===== src/rtl/fi_pkg.sv =====
package fi_pkg;

    typedef enum logic [1:0] {
        RES_NONE   = 2'd0,
        RES_LATENT = 2'd1,
        RES_DAMAGE = 2'd2,
        RES_OUTPUT = 2'd3
    } fi_res_t;

    typedef enum logic [2:0] {
        ST_IDLE,
        ST_PRST,
        ST_ADV,
        ST_FLIP,
        ST_MON
    } fi_st_t;

    localparam int LANES = 3;

    function automatic logic [255:0] bit_mask(input logic [7:0] idx, input int width);
        logic [255:0] m;
        m = '0;
        for (int i = 0; i < 256; i++) begin
            if (i < width && idx == 8'(i)) m[i] = 1'b1;
        end
        return m;
    endfunction

endpackage


===== src/rtl/fi_stim_mem.sv =====
module fi_stim_mem #(
    parameter int DEPTH = 16,
    parameter int DW    = 8,
    localparam int AW   = $clog2(DEPTH)
) (
    input  logic          clk,
    input  logic          we,
    input  logic [AW-1:0] waddr,
    input  logic [DW-1:0] wdata,
    input  logic [AW-1:0] raddr,
    output logic [DW-1:0] rdata
);
    logic [DW-1:0] store [DEPTH];

    always_ff @(posedge clk) begin
        if (we) store[waddr] <= wdata;
    end

    assign rdata = store[raddr];
endmodule


===== src/rtl/fi_mut.sv =====
module fi_mut #(
    parameter int LANE_W = 8,
    localparam int SW    = 3 * LANE_W
) (
    input  logic              clk,
    input  logic              rst,
    input  logic              adv,
    input  logic              flip_en,
    input  logic [SW-1:0]     flip_mask,
    input  logic [LANE_W-1:0] din,
    output logic [LANE_W-1:0] dout,
    output logic [SW-1:0]     state_q
);
    logic [SW-1:0] nxt;

    always_comb begin
        nxt[LANE_W-1:0]          = din;
        nxt[2*LANE_W-1:LANE_W]   = state_q[2*LANE_W-1:LANE_W] ^ din;
        nxt[SW-1:2*LANE_W]       = ~din;
    end

    for (genvar g = 0; g < SW; g++) begin : g_ff
        always_ff @(posedge clk) begin
            if (rst)                           state_q[g] <= 1'b0;
            else if (adv)                      state_q[g] <= nxt[g];
            else if (flip_en && flip_mask[g])  state_q[g] <= ~state_q[g];
        end
    end

    assign dout = state_q[LANE_W-1:0];
endmodule


===== src/rtl/fi_ctrl.sv =====
module fi_ctrl
    import fi_pkg::*;
#(
    parameter int CW = 16,
    parameter int LW = 8,
    parameter int SW = 24
) (
    input  logic          clk,
    input  logic          rst,
    input  logic          cmd_run,
    input  logic          cmd_goto,
    input  logic          cmd_step,
    input  logic          cmd_inject,
    input  logic          cmd_diff,
    input  logic [CW-1:0] t_point,
    input  logic [CW-1:0] max_cycle,
    input  logic [LW-1:0] loc,
    input  logic          out_mismatch,
    input  logic [SW-1:0] state_xor,
    output logic          busy,
    output logic          done,
    output fi_res_t       result,
    output logic [CW-1:0] mis_cycle,
    output logic [SW-1:0] diff_vec,
    output logic [CW-1:0] cycle,
    output logic          pair_rst,
    output logic          adv,
    output logic          flip_en,
    output logic [LW-1:0] flip_loc
);
    fi_st_t        st;
    logic          full_q;
    logic [CW-1:0] t_q, max_q;
    logic [LW-1:0] loc_q;
    logic          at_t, at_end;

    assign at_t     = (cycle == t_q);
    assign at_end   = (cycle >= max_q);
    assign busy     = (st != ST_IDLE);
    assign pair_rst = (st == ST_PRST);
    assign flip_loc = busy ? loc_q : loc;

    always_comb begin
        adv     = 1'b0;
        flip_en = 1'b0;
        unique case (st)
            ST_IDLE: begin
                if (!cmd_run && !cmd_goto) begin
                    adv     = cmd_step;
                    flip_en = !cmd_step && cmd_inject;
                end
            end
            ST_ADV:  adv     = !at_t;
            ST_FLIP: flip_en = 1'b1;
            ST_MON:  adv     = !out_mismatch && !at_end;
            default: ;
        endcase
    end

    always_ff @(posedge clk) begin
        if (rst) begin
            st        <= ST_IDLE;
            full_q    <= 1'b0;
            t_q       <= '0;
            max_q     <= '0;
            loc_q     <= '0;
            done      <= 1'b0;
            result    <= RES_NONE;
            mis_cycle <= '0;
            diff_vec  <= '0;
            cycle     <= '0;
        end else begin
            done <= 1'b0;
            if (adv) cycle <= cycle + 1'b1;
            unique case (st)
                ST_IDLE: begin
                    if (cmd_run || cmd_goto) begin
                        st        <= ST_PRST;
                        full_q    <= cmd_run;
                        t_q       <= t_point;
                        max_q     <= max_cycle;
                        loc_q     <= loc;
                        result    <= RES_NONE;
                        mis_cycle <= '0;
                    end else if (!cmd_step && !cmd_inject && cmd_diff) begin
                        diff_vec <= state_xor;
                    end
                end
                ST_PRST: begin
                    cycle <= '0;
                    st    <= ST_ADV;
                end
                ST_ADV: begin
                    if (at_t) begin
                        if (full_q) begin
                            st <= ST_FLIP;
                        end else begin
                            st   <= ST_IDLE;
                            done <= 1'b1;
                        end
                    end
                end
                ST_FLIP: st <= ST_MON;
                ST_MON: begin
                    if (out_mismatch) begin
                        result    <= RES_OUTPUT;
                        mis_cycle <= cycle;
                        diff_vec  <= state_xor;
                        st        <= ST_IDLE;
                        done      <= 1'b1;
                    end else if (at_end) begin
                        result   <= (state_xor != '0) ? RES_DAMAGE : RES_LATENT;
                        diff_vec <= state_xor;
                        st       <= ST_IDLE;
                        done     <= 1'b1;
                    end
                end
                default: st <= ST_IDLE;
            endcase
        end
    end
endmodule


===== src/rtl/fi_shell.sv =====
module fi_shell
    import fi_pkg::*;
#(
    parameter int LANE_W = 8,
    parameter int DEPTH  = 16,
    parameter int CW     = 16,
    parameter int LW     = 8,
    localparam int SW    = LANES * LANE_W,
    localparam int AW    = $clog2(DEPTH)
) (
    input  logic              clk,
    input  logic              rst,
    input  logic              cmd_run,
    input  logic              cmd_goto,
    input  logic              cmd_step,
    input  logic              cmd_inject,
    input  logic              cmd_diff,
    input  logic [CW-1:0]     t_point,
    input  logic [LW-1:0]     loc,
    input  logic [CW-1:0]     max_cycle,
    input  logic              mem_we,
    input  logic [AW-1:0]     mem_addr,
    input  logic [LANE_W-1:0] mem_wdata,
    output logic              busy,
    output logic              done,
    output logic [1:0]        result,
    output logic [CW-1:0]     mis_cycle,
    output logic [SW-1:0]     diff_vec,
    output logic [CW-1:0]     cycle,
    output logic [LANE_W-1:0] ref_out
);
    logic              pair_rst, adv, flip_en;
    logic [LW-1:0]     flip_loc;
    logic [SW-1:0]     mask, ref_st, flt_st;
    logic [LANE_W-1:0] stim, flt_out;
    logic [255:0]      wide_mask;
    fi_res_t           res;

    assign wide_mask = bit_mask(8'(flip_loc), SW);
    assign mask      = wide_mask[SW-1:0];
    assign result    = res;

    fi_stim_mem #(.DEPTH(DEPTH), .DW(LANE_W)) u_mem (
        .clk(clk), .we(mem_we), .waddr(mem_addr), .wdata(mem_wdata),
        .raddr(cycle[AW-1:0]), .rdata(stim)
    );

    fi_mut #(.LANE_W(LANE_W)) u_ref (
        .clk(clk), .rst(rst || pair_rst), .adv(adv), .flip_en(1'b0),
        .flip_mask('0), .din(stim), .dout(ref_out), .state_q(ref_st)
    );

    fi_mut #(.LANE_W(LANE_W)) u_flt (
        .clk(clk), .rst(rst || pair_rst), .adv(adv), .flip_en(flip_en),
        .flip_mask(mask), .din(stim), .dout(flt_out), .state_q(flt_st)
    );

    fi_ctrl #(.CW(CW), .LW(LW), .SW(SW)) u_ctrl (
        .clk(clk), .rst(rst),
        .cmd_run(cmd_run), .cmd_goto(cmd_goto), .cmd_step(cmd_step),
        .cmd_inject(cmd_inject), .cmd_diff(cmd_diff),
        .t_point(t_point), .max_cycle(max_cycle), .loc(loc),
        .out_mismatch(ref_out != flt_out), .state_xor(ref_st ^ flt_st),
        .busy(busy), .done(done), .result(res), .mis_cycle(mis_cycle),
        .diff_vec(diff_vec), .cycle(cycle), .pair_rst(pair_rst),
        .adv(adv), .flip_en(flip_en), .flip_loc(flip_loc)
    );
endmodule


===== config.mk =====
export PLATFORM = sky130hd
export DESIGN_NAME = fi_shell
export DESIGN_NICKNAME = d
export VERILOG_FILES = /design/src/rtl/fi_pkg.sv /design/src/rtl/fi_stim_mem.sv /design/src/rtl/fi_mut.sv /design/src/rtl/fi_ctrl.sv /design/src/rtl/fi_shell.sv
export SDC_FILE = /design/constraint.sdc
export NUM_CORES = 1
export LEC_CHECK = 0
export CORE_ASPECT_RATIO = 0.5
export CORE_MARGIN = 3
export CORE_UTILIZATION = 50
export DETAILED_ROUTE_END_ITERATION = 10
export GPL_TIMING_DRIVEN = 0
export PLACE_DENSITY_LB_ADDON = 0.3
export SYNTH_ARGS = -nofsm -noshare
export SYNTH_HDL_FRONTEND = slang
export SYNTH_HIERARCHICAL = 1
export SYNTH_SLANG_ARGS = --single-unit

===== constraint.sdc =====
create_clock -name clk -period 3.58 [get_ports clk]
set_input_delay 0.716 -clock clk [delete_from_list [all_inputs] [get_ports clk]]
set_output_delay 0.716 -clock clk [all_outputs]
set_load 0.01 [all_outputs]

After elaboration in Yosys (flattened, before gate mapping) --
Memories as Yosys holds them, arrays and structs flattened. A register that Yosys moved wholly into a read port is not among the register bits. Index checks and enable logic that the tools add are counted.
Storage, ports and cells: memories kept 1, memory bits (read-only) 0, bits in registers 151, logic and storage cells 302, bits of input ports 60, RAM bits 128, bits in latches 0
Memories:
- u_mem.store | words 16, width 8, rd ports 1, clocked after Yosys merged registers in 1, write ports 1, line fi_stim_mem.sv:13 | logic [DW-1:0] store [DEPTH];
Cells by class: $mul 0, div/mod/pow operators 0, $lt $le $gt $ge 1, multiplexer cells 105, equality and inequality tests 35, $add $sub $neg 1, bitwise gates (word level) 28, shifts and indexed selects 0, reductions and logical operators 73
Operators by type and width (count):
- two-way mux 24 bit | 4
- two-way mux 1 bit | 80
- == test 8 x 4 -> 1 bit (second input constant) | 8
- == test 8 x 5 -> 1 bit (second input constant) | 8
- nonzero test 2 bit | 25
- one-hot mux 24 bit (2 select lines) | 1
- == test 8 x 3 -> 1 bit (second input constant) | 4
- two-way mux 16 bit | 2
- one-hot mux 16 bit (2 select lines) | 1
- logical AND 1 bit | 29
- inverter 1 bit | 24
- nonzero test 24 bit | 1
- bitwise XOR 24 bit | 1
- adder 16 x 1 -> 16 bit (second input constant) | 1
- == test 16 bit | 1
- == test 8 x 2 -> 1 bit (second input constant) | 2
- greater-or-equal comparator 16 bit | 1
- bitwise XOR 8 bit | 2
- one-hot mux 3 bit (5 select lines) | 1
- two-way mux 3 bit | 4
- two-way mux 2 bit | 5
- AND reduction 3 bit | 3
- == test 8 x 1 -> 1 bit (second input constant) | 1
- zero test 8 bit | 1
- other kinds (20) | 33

Logic depth before layout (Yosys ltp) --
Gate-level depths: netlist (run 1).
depth in word-level cells 7, mapped depth 13, depth with buffers taken out 11

By module --
Netlist (run 1), hierarchy kept.
Modules (own cells, without submodules):
- fi_ctrl | sequential area each 2062.0 sq um, times used 1, cells an instance 649, area each 5094.9 sq um
- fi_stim_mem | sequential area each 3843.7 sq um, times used 1, cells an instance 221, area each 4987.3 sq um
- fi_mut | sequential area each 480.5 sq um, times used 2, cells an instance 147, area each 1353.8 sq um
- fi_shell | sequential area each 0.0 sq um, times used 1, cells an instance 77, area each 519.2 sq um

Worst setup path after synthesis (run 1) --
No wires, ideal clock.
path kind register to register, start point reg u_ctrl.cycle[13], end point reg u_flt.state_q[11], slack 0.470 ns, arrival 2.989 ns, period minus slack after synthesis 3.110 ns, stages on the path, launching flop included 12, library setup time 0.121 ns, cell sequence dfxtp_1 -> ha_1 -> and4_1 -> nand4_1 -> or4_1 -> buf_2 -> nand3_1 -> buf_2 -> nand2_1 -> buf_6 -> a22oi_2 -> mux2_4
Between the ends: cells in the longest elaborated chain, start to end 5
RTL lines:
- start: declaration | line fi_ctrl.sv:25 | output logic [CW-1:0] cycle,
- start signal: assignment | line fi_ctrl.sv:74 | if (adv) cycle <= cycle + 1'b1;
- greater-or-equal comparator 16 bit | line fi_ctrl.sv:38 | assign at_end = (cycle >= max_q);
- zero test 1 bit | line fi_ctrl.sv:55 | ST_MON: adv = !out_mismatch && !at_end;
- logical AND 1 bit | line fi_ctrl.sv:55
- one-hot mux 1 bit (3 select lines) (*) | line fi_ctrl.sv:46 | unique case (st)
- via adv | line fi_shell.sv:32 | logic pair_rst, adv, flip_en;
- two-way mux 1 bit / nonzero test 2 bit (equally long branches)
- end signal: indexed assignment | line fi_mut.sv:25 | else if (adv) state_q[g] <= nxt[g];
- end signal: indexed assignment | line fi_mut.sv:26 | else if (flip_en && flip_mask[g]) state_q[g] <= ~state_q[g];
- end: declaration | line fi_mut.sv:12 | output logic [SW-1:0] state_q
Mark *: on every way through the listed nets, which the timed path passes. The rest lies on a longest branch. A chain may end at the register's enable or synchronous reset.

Worst setup path after layout (run 1) --
start point reg u_ctrl.st[2], end point reg u_flt.state_q[9]
Between the ends: cells in the longest elaborated chain, start to end 6
RTL lines:
- start: declaration | line fi_ctrl.sv:31 | fi_st_t st;
- start signal: assignment | line fi_ctrl.sv:62 | st <= ST_IDLE;
- start signal: assignment | line fi_ctrl.sv:78 | st <= ST_PRST;
- start signal: assignment | line fi_ctrl.sv:91 | st <= ST_ADV;
- nonzero test 3 bit | line fi_ctrl.sv:39 | assign busy = (st != ST_IDLE);
- two-way mux 8 bit | line fi_ctrl.sv:41 | assign flip_loc = busy ? loc_q : loc;
- via flip_loc[4] | line fi_shell.sv:33 | logic [LW-1:0] flip_loc;
- == test 8 x 4 -> 1 bit | line fi_pkg.sv:24 | if (i < width && idx == 8'(i)) m[i] = 1'b1;
- two-way mux 1 bit | line fi_pkg.sv:24
- via mask[9] | line fi_shell.sv:34 | logic [SW-1:0] mask, ref_st, flt_st;
- logical AND 1 bit | line fi_mut.sv:26
- nonzero test 2 bit (no line)
The timed path passes the listed nets, and every way through them passes these cells.

==> reports/metrics.yaml, run 1 <==
fin_worst_skew_ns: 0.00975
cts_tree: "done"
drc: 0
start_kind: "flip-flop"
dp_hpwl_um: 24200
grt_pass1_wl_um: 53300
period_minus_slack_ns: 3.37
layout_common_cells: "nand2_1 (196), dfxtp_1 (147), edfxtp_1 (128)"
grt_max_degree: 17
instances_no_fill: 1784
ff_latch_area_sq_mm: 0.00687
grt_overflow: 0
r2r_start: "u_ctrl/st[2]"
ys_async_sr_fraction_pct: 0
drive_above_1_share_pct: 11.3
clkLatencyLatePin_ns: 0.54
avgRoutedWirePerCell_um: 19.1
dr.pass1.iters: 5
grt_use_total_pct: 23.5
die_h_um: 121
grt_pass1_vias: 9818
num_antenna_cells: 0
r2r_slack_ns: 0.21
criticalPathCategory: "flip-flop to flip-flop"
port_buffers: 127
ff2ff_path_depth: 12
powerDensity_mw_per_mm2: 671
ioPinCount: 128
rows: 41
drtIter0Drc: 784
syn_area_sq_mm: 0.0133
ys_seq_area_share_pct: 51.6
hold_depth: 2
setup_viol: 0
rsz0062_at_grt: "no"
report.final.slew_viol_count: 0
required_ns: 4.01
fin_setup_tns_ns: 0
cts.sinks: 279
endpoint_kind: "flip-flop"
finalCritPeriodShare_pct: 94.1
utilization_pct: 62.2
gp_congestion: 0.903
dieArea_sq_mm: 0.0287
syn2layout_area_growth_pct: 20.2
max-clock-path-buffers: 3
core-area_sq_mm: 0.0257
synth-edff-count: 128
ir_drop_uv: 386
holdBufCountCts: 0
final_common_cell: "nand2_1"
p_leak_nw: 5.86
crit_path_max_fanout: 10
tightestPinTransition_ns: 1.31
cts-buffers-inserted: 25
status: "completed"
synth-seq-cells: 279
met3_usage_pct: 3.72
netlist_instances: 1241
hold_path_end: "u_ctrl/mis_cycle[15]"
r2r_end: "u_flt/state_q[9]"
grt-busiest-layer: "met2"
hold_path.class: "flip-flop to flip-flop"
antenna_left: 0
hp-start: "u_ctrl/mis_cycle[15]"
grt_use_met1_pct: 31.1
grt_antenna_before_repair: 0
crit_arrival_ns: 3.80
fin_nets: 1499
wirelength_um: 34200
synth_warnings: 6
yosysUniqueCellTypes: 56
fmax_mhz: 297
nFillCells: 2064
syn_avg_cell_area_sq_um: 10.7
slew_headroom_pct: 11.9
max_cap_viol_count: 0
viasPerCell: 5.61
clk_pin_slew_ns: 0.07
grt_use_met2_pct: 39.7
cts_root_buf: "clkbuf_16"
via_count: 10001
multi_input_area_sq_mm: 0.00589
die_x_um: 237
hold_viol: 0
initial_core_util_pct: 51.8
placed_cells: 1736
htree_levels: 1
synthFlopType: "dfxtp_1"
-- registers in the layout, summed over array words and instances (netlist names), 16 cells and up --
name	count
u_flt/state_q	16
u_ctrl/mis_cycle	16
u_ctrl/t_q	16
u_ctrl/diff_vec	24
u_ctrl/cycle	16
u_ref/state_q	16
u_ctrl/max_q	16
u_mem/store	128
-- metrics by stage --
stage	power (W)	area (sq um)	hold WS (ns)	setup slack, ns
final	0.0107	16000	0.455	0.213
after global routing	0.0113	16000	0.475	0.0304
after CTS	0.0107	16000	0.454	0.0460
after detailed placement	0.00792	15100	0.444	-0.593
after global placement	0.00782	15100	0.440	-0.577
after floorplan	0.00679	13400	0.436	0.470
-- how the worst max path moves through the flow --
stage	startpoint	endpoint	slack (ns)	cells after the start
6_report	u_ctrl/st[2]	u_flt/state_q[9]	0.21	12
3_5_place_dp	u_ctrl/cycle[0]	u_flt/state_q[14]	-0.59	13
4_1_cts	u_ctrl/cycle[2]	u_flt/state_q[11]	0.05	10
2_1_floorplan	u_ctrl/cycle[13]	u_flt/state_q[11]	0.47	11
5_1_grt	u_ctrl/st[2]	u_flt/state_q[13]	0.03	12
3_3_place_gp	u_ctrl/cycle[0]	u_flt/state_q[13]	-0.58	13
-- final cells by class --
class                      instances  area share (%)
clock inverter                     8           0.579
buffer                            93            3.36
sequential                       279            43.0
inverter                          34           0.798
multi-input combinational        859            36.8
timing repair buffer             130            8.09
clock buffer                      37            4.70
tap                              344            2.69
-- logic make-up after synthesis --
family | count (synthesis) | share of synthesized area, %
xor+xnor | 80 | 5.26
compound gates | 204 | 10.1
fa+ha+maj | 17 | 1.60
simple gates | 454 | 16.5
buf+inv | 127 | 4.97
flops | 279 | 51.6
mux | 79 | 9.95
other cells | 1 | 0.0282
-- Yosys cell counts (all sizes together), types with 2 or more instances --
cell | instances | share of area, %
nor3b | 2 | 0.11
nor2b | 19 | 1.0
nand4 | 15 | 0.71
or2 | 4 | 0.19
nor3 | 21 | 0.79
mux2 | 16 | 1.8
buf | 48 | 2.6
mux2i | 31 | 2.3
ha | 17 | 1.6
and2 | 3 | 0.14
clkdlybuf4s25 | 3 | 0.23
dfxtp | 151 | 23
nand3 | 30 | 1.1
inv | 34 | 0.96
clkbuf | 42 | 1.2
and4 | 3 | 0.20
and3 | 7 | 0.37
nor4 | 18 | 0.85
or3b | 2 | 0.15
a311oi | 5 | 0.33
a2111o | 3 | 0.25
nor2 | 56 | 1.6
nand2b | 60 | 2.8
edfxtp | 128 | 29
mux4 | 32 | 5.8
a31oi | 2 | 0.094
a21oi | 109 | 4.1
a22oi | 33 | 2.5
o21a | 34 | 1.9
xor2 | 48 | 3.2
or4 | 3 | 0.17
nand2 | 197 | 5.6
nand3b | 3 | 0.17
or3 | 7 | 0.33
a21o | 2 | 0.11
a211oi | 2 | 0.11
o21ai | 9 | 0.34
xnor2 | 32 | 2.1
-- repair_timing --
action | 4_1_cts | 5_1_grt
pin swaps | 0 | 1
endpoints found under the setup margin | 49 | 48
gates cloned | 0 | 0
buffers inserted | 0 | 3
gates resized for setup | 6 | 7
-- power breakdown --
part / total, W / internal [W] / switching [W]
clock: 0.00278 / 0.00160 / 0.00118
sequential: 0.00411 / 0.00374 / 0.000371
combinational: 0.00386 / 0.00163 / 0.00222
total: 0.0107 / 0.00697 / 0.00377
-- layer usage --
metal / vias up / wire, um
li1: 4719 / -
met1: 4819 / 14900
met2: 384 / 16000
met3: 79 / 2060
met4: 0 / 1250
met5: - / 0
-- worst max-delay path: stages, from the launching register on --
cell and delay [ns]:
dfxtp_1 0.30, clkbuf_1 0.20, nor3_1 0.55, inv_1 0.12
clkbuf_1 0.28, nand2_1 0.13, nand2_1 0.07, or4_1 0.51
buf_2 0.16, or3b_4 0.39, nor2_1 0.15, a22oi_2 0.08
mux2_4 0.32
Power figures use the tool's default switching activity.
==> inputs of run 2 (changes only) <==
--- a/config.mk
+++ b/config.mk
@@ -11,6 +11,7 @@
 export DETAILED_ROUTE_END_ITERATION = 10
 export GPL_TIMING_DRIVEN = 0
 export PLACE_DENSITY_LB_ADDON = 0.3
+export REMOVE_ABC_BUFFERS = 1
 export SYNTH_ARGS = -nofsm -noshare
 export SYNTH_HDL_FRONTEND = slang
 export SYNTH_HIERARCHICAL = 1
==> run 2 against run 1 <==
Compared with the run above:
- design area shrank 2.0%
- total power shrank 2.1%
- register-to-register slack lost 0.02 ns
- critical endpoint is now u_flt/state_q[13]
==> reports/metrics.yaml, run 2 (same netlist as run 1, synthesis figures left out) <==
num_antenna_cells: 0  # unchanged
required_ns: 4.00  # about the same
die_h_um: 121  # unchanged
ir_drop_uv: 373  # -3.3%
avgRoutedWirePerCell_um: 18.9  # -1.1%
htree_levels: 1  # unchanged
ioPinCount: 128  # unchanged
period_minus_slack_ns: 3.38  # +0.0174 ns
drc: 0  # unchanged
largest_reg_flops: 128  # unchanged
start_kind: "flip-flop"
criticalPathCategory: "flip-flop to flip-flop"
endpoint_kind: "flip-flop"
gp_congestion: 0.826  # -8.5%
wirelength_um: 32200  # -5.7%
cts_root_buf: "clkbuf_16"
crit_arrival_ns: 3.81  # about the same
dieArea_sq_mm: 0.0287  # unchanged
grt_pass1_vias: 9363  # -4.6%
fin_worst_skew_ns: 0.0146  # +0.00483 ns
hold_path.class: "flip-flop to flip-flop"
dr.pass1.iters: 6  # +1
holdWs_ns: 0.453  # -0.00244 ns
largest-register: "u_mem/store"
reg.largest.list: "u_mem/store (128), u_ctrl/diff_vec (24)"
placed_area_sq_mm: 0.0147  # -2.5%
cts_tree: "done"
final_common_cell: "nand2_1"
port_buffers: 127  # unchanged
cts.sinks: 279  # unchanged
drive_above_1_share_pct: 9.36  # -1.9 points
core-area_sq_mm: 0.0257  # unchanged
fin_setup_tns_ns: 0  # unchanged
fmax_mhz: 295  # -0.51%
rsz0062_at_grt: "no"
max_cap_viol_count: 0  # unchanged
layout_common_cells: "nand2_1 (196), dfxtp_1 (148), edfxtp_1 (128)"
utilization_pct: 61.0  # -1.2 points
syn2layout_area_growth_pct: 17.8
holdBufCountCts: 0  # unchanged
final_area_sq_mm: 0.0157  # -2.0%
grt_pass1_wl_um: 51000  # -4.4%
grt_antenna_before_repair: 0  # unchanged
viasPerCell: 5.65  # +0.83%
dp_hpwl_um: 21600  # -11%
grt_max_degree: 65  # +48
nFillCells: 1984  # -3.9%
initial_core_util_pct: 51.8  # unchanged
die_x_um: 237  # unchanged
clk_pin_slew_ns: 0.06  # about the same
via_count: 9615  # -3.9%
drtIter0Drc: 958  # +22%
finalCritPeriodShare_pct: 94.5  # +0.49 points
slew_headroom_pct: 7.71  # -4.2 points
rows: 41  # unchanged
cts-buffers-inserted: 26  # +4.0%
p_leak_nw: 5.63  # -4.0%
report.final.slew_viol_count: 0  # unchanged
grt_use_total_pct: 22.3  # -1.2 points
hold_viol: 0  # unchanged
setup_viol: 0  # unchanged
tightestPinTransition_ns: 1.38  # +0.0733 ns
status: "completed"
clkLatencyLatePin_ns: 0.54  # about the same
fin_nets: 1416  # -5.5%
crit_path_max_fanout: 42  # +32
powerDensity_mw_per_mm2: 670  # -0.16%
max-clock-path-buffers: 3  # unchanged
grt_overflow: 0  # unchanged
antenna_left: 0  # unchanged
## run 2: changes by cell type in the layout (fill, tap and decap cells not counted), sizes merged
cell,previous run,this run
buf,51,11
bufinv,2,1
clkbuf,79,39
clkdlybuf4s25,3,0
clkdlybuf4s50,127,126
clkinvlp,0,1
inv,35,34
nand2,197,198
nand3,30,31
## run 2: final timing paths
check | endpoint | from | slack [ns] | depth (start not counted)
worst max-delay path | u_flt/state_q[13] | u_ctrl/cycle[15] | 0.20 | 9
worst max register to register | u_flt/state_q[13] | u_ctrl/cycle[15] | 0.20 | 9
worst min-delay path | u_ctrl/mis_cycle[3] | u_ctrl/mis_cycle[3] | 0.45 | 2
worst min register to register | u_ctrl/mis_cycle[3] | u_ctrl/mis_cycle[3] | 0.45 | 2
## run 2: repair_timing
action | in CTS | in global routing
gates cloned | 1 | 1
setup buffers | 1 | 3
setup endpoints to repair | 49 | 8
gates resized for setup | 7 | 2
pin swaps | 2 | 2
endpoints found under the hold margin | 0 | 0
## run 2: final cells by class
cell class	count	area (sq um)	area share, %
clock buffer	39	771	4.92
multi-input combinational	861	5990	38.2
clock inverter	7	66.3	0.423
sequential	279	6870	43.8
tap	344	430	2.75
timing repair buffer	137	1420	9.07
inverter	34	128	0.814
## run 2: stage by stage
step / power, W / worst slack [ns] / cells
floorplan: 0.00648 / -2.22 / 1172
global placement: 0.00747 / -3.91 / 1643
detailed placement: 0.00769 / -1.04 / 1649
CTS: 0.0105 / 0.00651 / 1697
global route: 0.0111 / 0.0824 / 1701
finish: 0.0105 / 0.196 / 1701
## run 2: per-layer routing
layer | vias to the layer above | part of all wire, % | track usage (%)
li1 | 4552 | - | -
met1 | 4658 | 43 | 30.4
met2 | 336 | 47 | 36.2
met3 | 69 | 7.0 | 4.31
met4 | 0 | 2.9 | 7.32
met5 | - | 0 | 0
## run 2: where the power goes
group / leakage, nW / switching, W / internal, W / total [W]
combinational: 2.83 / 0.00215 / 0.00150 / 0.00365
sequential: 2.39 / 0.000384 / 0.00374 / 0.00412
clock: 0.411 / 0.00118 / 0.00156 / 0.00274
total: 5.63 / 0.00371 / 0.00679 / 0.0105
## run 2: critical path, stage by stage (launching register included)
cell	delay, ns
dfxtp_1	0.41
ha_1	0.36
and4_1	0.27
nand4_1	0.23
or4_4	0.68
nand3_4	0.26
nand2_8	0.25
nor2b_4	0.37
a22oi_2	0.11
mux2_4	0.32
==> inputs of run 3 (changes only) <==
--- a/config.mk
+++ b/config.mk
@@ -8,6 +8,7 @@
 export CORE_ASPECT_RATIO = 0.5
 export CORE_MARGIN = 3
 export CORE_UTILIZATION = 50
+export CTS_CLUSTER_DIAMETER = 30
 export DETAILED_ROUTE_END_ITERATION = 10
 export GPL_TIMING_DRIVEN = 0
 export PLACE_DENSITY_LB_ADDON = 0.3
==> run 3 against run 2 <==
Compared with the run above:
- worst setup slack gained 0.0076 ns
- via count grew 1.4%
- global-route usage grew 0.23 points
- sequential power is essentially flat
- sequential share of layout area shrank 1.3 points
- routed wire length grew 0.89%
- fmax grew 0.22%
- largest power group unchanged
==> reports/metrics.yaml, run 3 (same netlist as run 1, synthesis figures left out) <==
holdWs_ns: 0.451  # -0.00190 ns
cts-buffers-inserted: 38  # +46%
final_common_cell: "nand2_1"
grt_antenna_before_repair: 0  # unchanged
grt_pass1_wl_um: 51100  # +0.31%
fin_nets: 1428  # +0.85%
antenna_left: 0  # unchanged
gp_congestion: 0.826  # unchanged
ir_drop_uv: 319  # -15%
ioPinCount: 128  # unchanged
port_buffers: 127  # unchanged
die_h_um: 121  # unchanged
grt_use_total_pct: 22.5  # +0.23 points
layout_common_cells: "nand2_1 (196), dfxtp_1 (148), edfxtp_1 (128)"
num_antenna_cells: 0  # unchanged
finalCritPeriodShare_pct: 94.3  # -0.21 points
via_count: 9754  # +1.4%
powerDensity_mw_per_mm2: 720  # +7.5%
dr.pass1.iters: 6  # unchanged
placed_cells: 1649  # unchanged
instances_no_fill: 1724  # +1.4%
period_minus_slack_ns: 3.38  # -0.00757 ns
htree_levels: 2  # +1
initial_core_util_pct: 51.8  # unchanged
p_leak_nw: 5.84  # +3.8%
viasPerCell: 5.66  # about the same
clkLatencyLatePin_ns: 0.52  # -0.02 ns
crit_arrival_ns: 3.77  # -0.04 ns
slew_headroom_pct: 12.0  # +4.3 points
fin_setup_tns_ns: 0  # unchanged
endpoint_kind: "flip-flop"
grt_pass1_vias: 9467  # +1.1%
hold_path.class: "flip-flop to flip-flop"
dp_hpwl_um: 21600  # unchanged
cts_tree: "done"
die_x_um: 237  # unchanged
clk_pin_slew_ns: 0.06  # about the same
cts_root_buf: "clkbuf_16"
largest_reg_flops: 128  # unchanged
fin_worst_skew_ns: 0.0200  # +0.00537 ns
syn2layout_area_growth_pct: 21.4
setup_viol: 0  # unchanged
drtIter0Drc: 978  # +2.1%
hold_viol: 0  # unchanged
drc: 0  # unchanged
start_kind: "flip-flop"
crit_path_max_fanout: 42  # unchanged
holdBufCountCts: 0  # unchanged
reg.largest.list: "u_mem/store (128), u_ctrl/diff_vec (24)"
fmax_mhz: 296  # +0.22%
status: "completed"
required_ns: 3.97  # -0.03 ns
max-clock-path-buffers: 3  # unchanged
core-area_sq_mm: 0.0257  # unchanged
avgRoutedWirePerCell_um: 18.9  # -0.45%
rows: 41  # unchanged
criticalPathCategory: "flip-flop to flip-flop"
report.final.slew_viol_count: 0  # unchanged
largest-register: "u_mem/store"
dieArea_sq_mm: 0.0287  # unchanged
rsz0062_at_grt: "no"
grt_max_degree: 65  # unchanged
drive_above_1_share_pct: 11.1  # +1.7 points
grt_overflow: 0  # unchanged
max_cap_viol_count: 0  # unchanged
tightestPinTransition_ns: 1.32  # -0.0642 ns
cts.sinks: 279  # unchanged
wirelength_um: 32500  # +0.89%
run 3: changes by cell type in the layout (fill, tap and decap cells not counted):
cell,delta
clkinv_1,+1
clkinv_2,-2
inv_6,+5
clkinv_4,+2
clkinvlp_4,+6
clkbuf_16,+12
bufinv_16,+3
clkbuf_1,-4
run 3: power breakdown:
part / internal [W] / leakage, nW / switching (W)
combinational: 0.00150 / 2.83 / 0.00216
sequential: 0.00374 / 2.39 / 0.000384
clock: 0.00241 / 0.622 / 0.00145
run 3: final timing paths:
check             cells after the start  slack (ns)             endpoint                 from
setup / recovery                      8        0.20    u_flt/state_q[10]      u_ctrl/cycle[9]
hold / removal                        2        0.45  u_ctrl/mis_cycle[3]  u_ctrl/mis_cycle[3]
setup reg to reg                      8        0.20    u_flt/state_q[10]      u_ctrl/cycle[9]
hold reg to reg                       2        0.45  u_ctrl/mis_cycle[3]  u_ctrl/mis_cycle[3]
run 3: routing by layer:
metal	wire length, um	vias to the layer above	track usage, %	share of wire (%)
met1	14000	4752	30.8	43
met4	719	0	7.09	2.2
li1	-	4593	-	-
met2	15300	348	35.9	47
met3	2450	61	5.18	7.5
met5	0	-	0	0
run 3: area by class of cell:
type / count / area [sq um]
clock inverter: 22 / 256
inverter: 34 / 128
sequential: 279 / 6870
clock buffer: 47 / 1060
multi-input combinational: 861 / 5990
timing repair buffer: 137 / 1420
tap: 344 / 430
fill: 1939 / 9550
run 3: stage by stage:
stage,worst slack [ns],power [W],instance area [sq um],util (%)
final,0.203,0.0116,16200,62.9
after detailed placement,-1.04,0.00769,14700,57.3
after global routing,0.0512,0.0122,16200,62.9
after CTS,0.00679,0.0116,16100,62.6
after global placement,-3.91,0.00747,14600,56.7
after floorplan,-2.22,0.00648,12900,-
run 3: critical path: stages, from the launching register on:
cell	delay (ns)
dfxtp_1	0.55
xor2_1	0.12
nor4_1	0.64
nand4_1	0.54
a21oi_4	0.35
nand2_8	0.24
nor2b_4	0.37
a22oi_2	0.12
mux2_4	0.31
run 3: repair_timing:
| action | 4_1_cts | 5_1_grt |
|---|---|---|
| gates resized for setup | 7 | 2 |
| cloned | 1 | 1 |
| pin swaps | 2 | 2 |
| endpoints found under the setup margin | 49 | 8 |
| setup buffers | 1 | 3 |
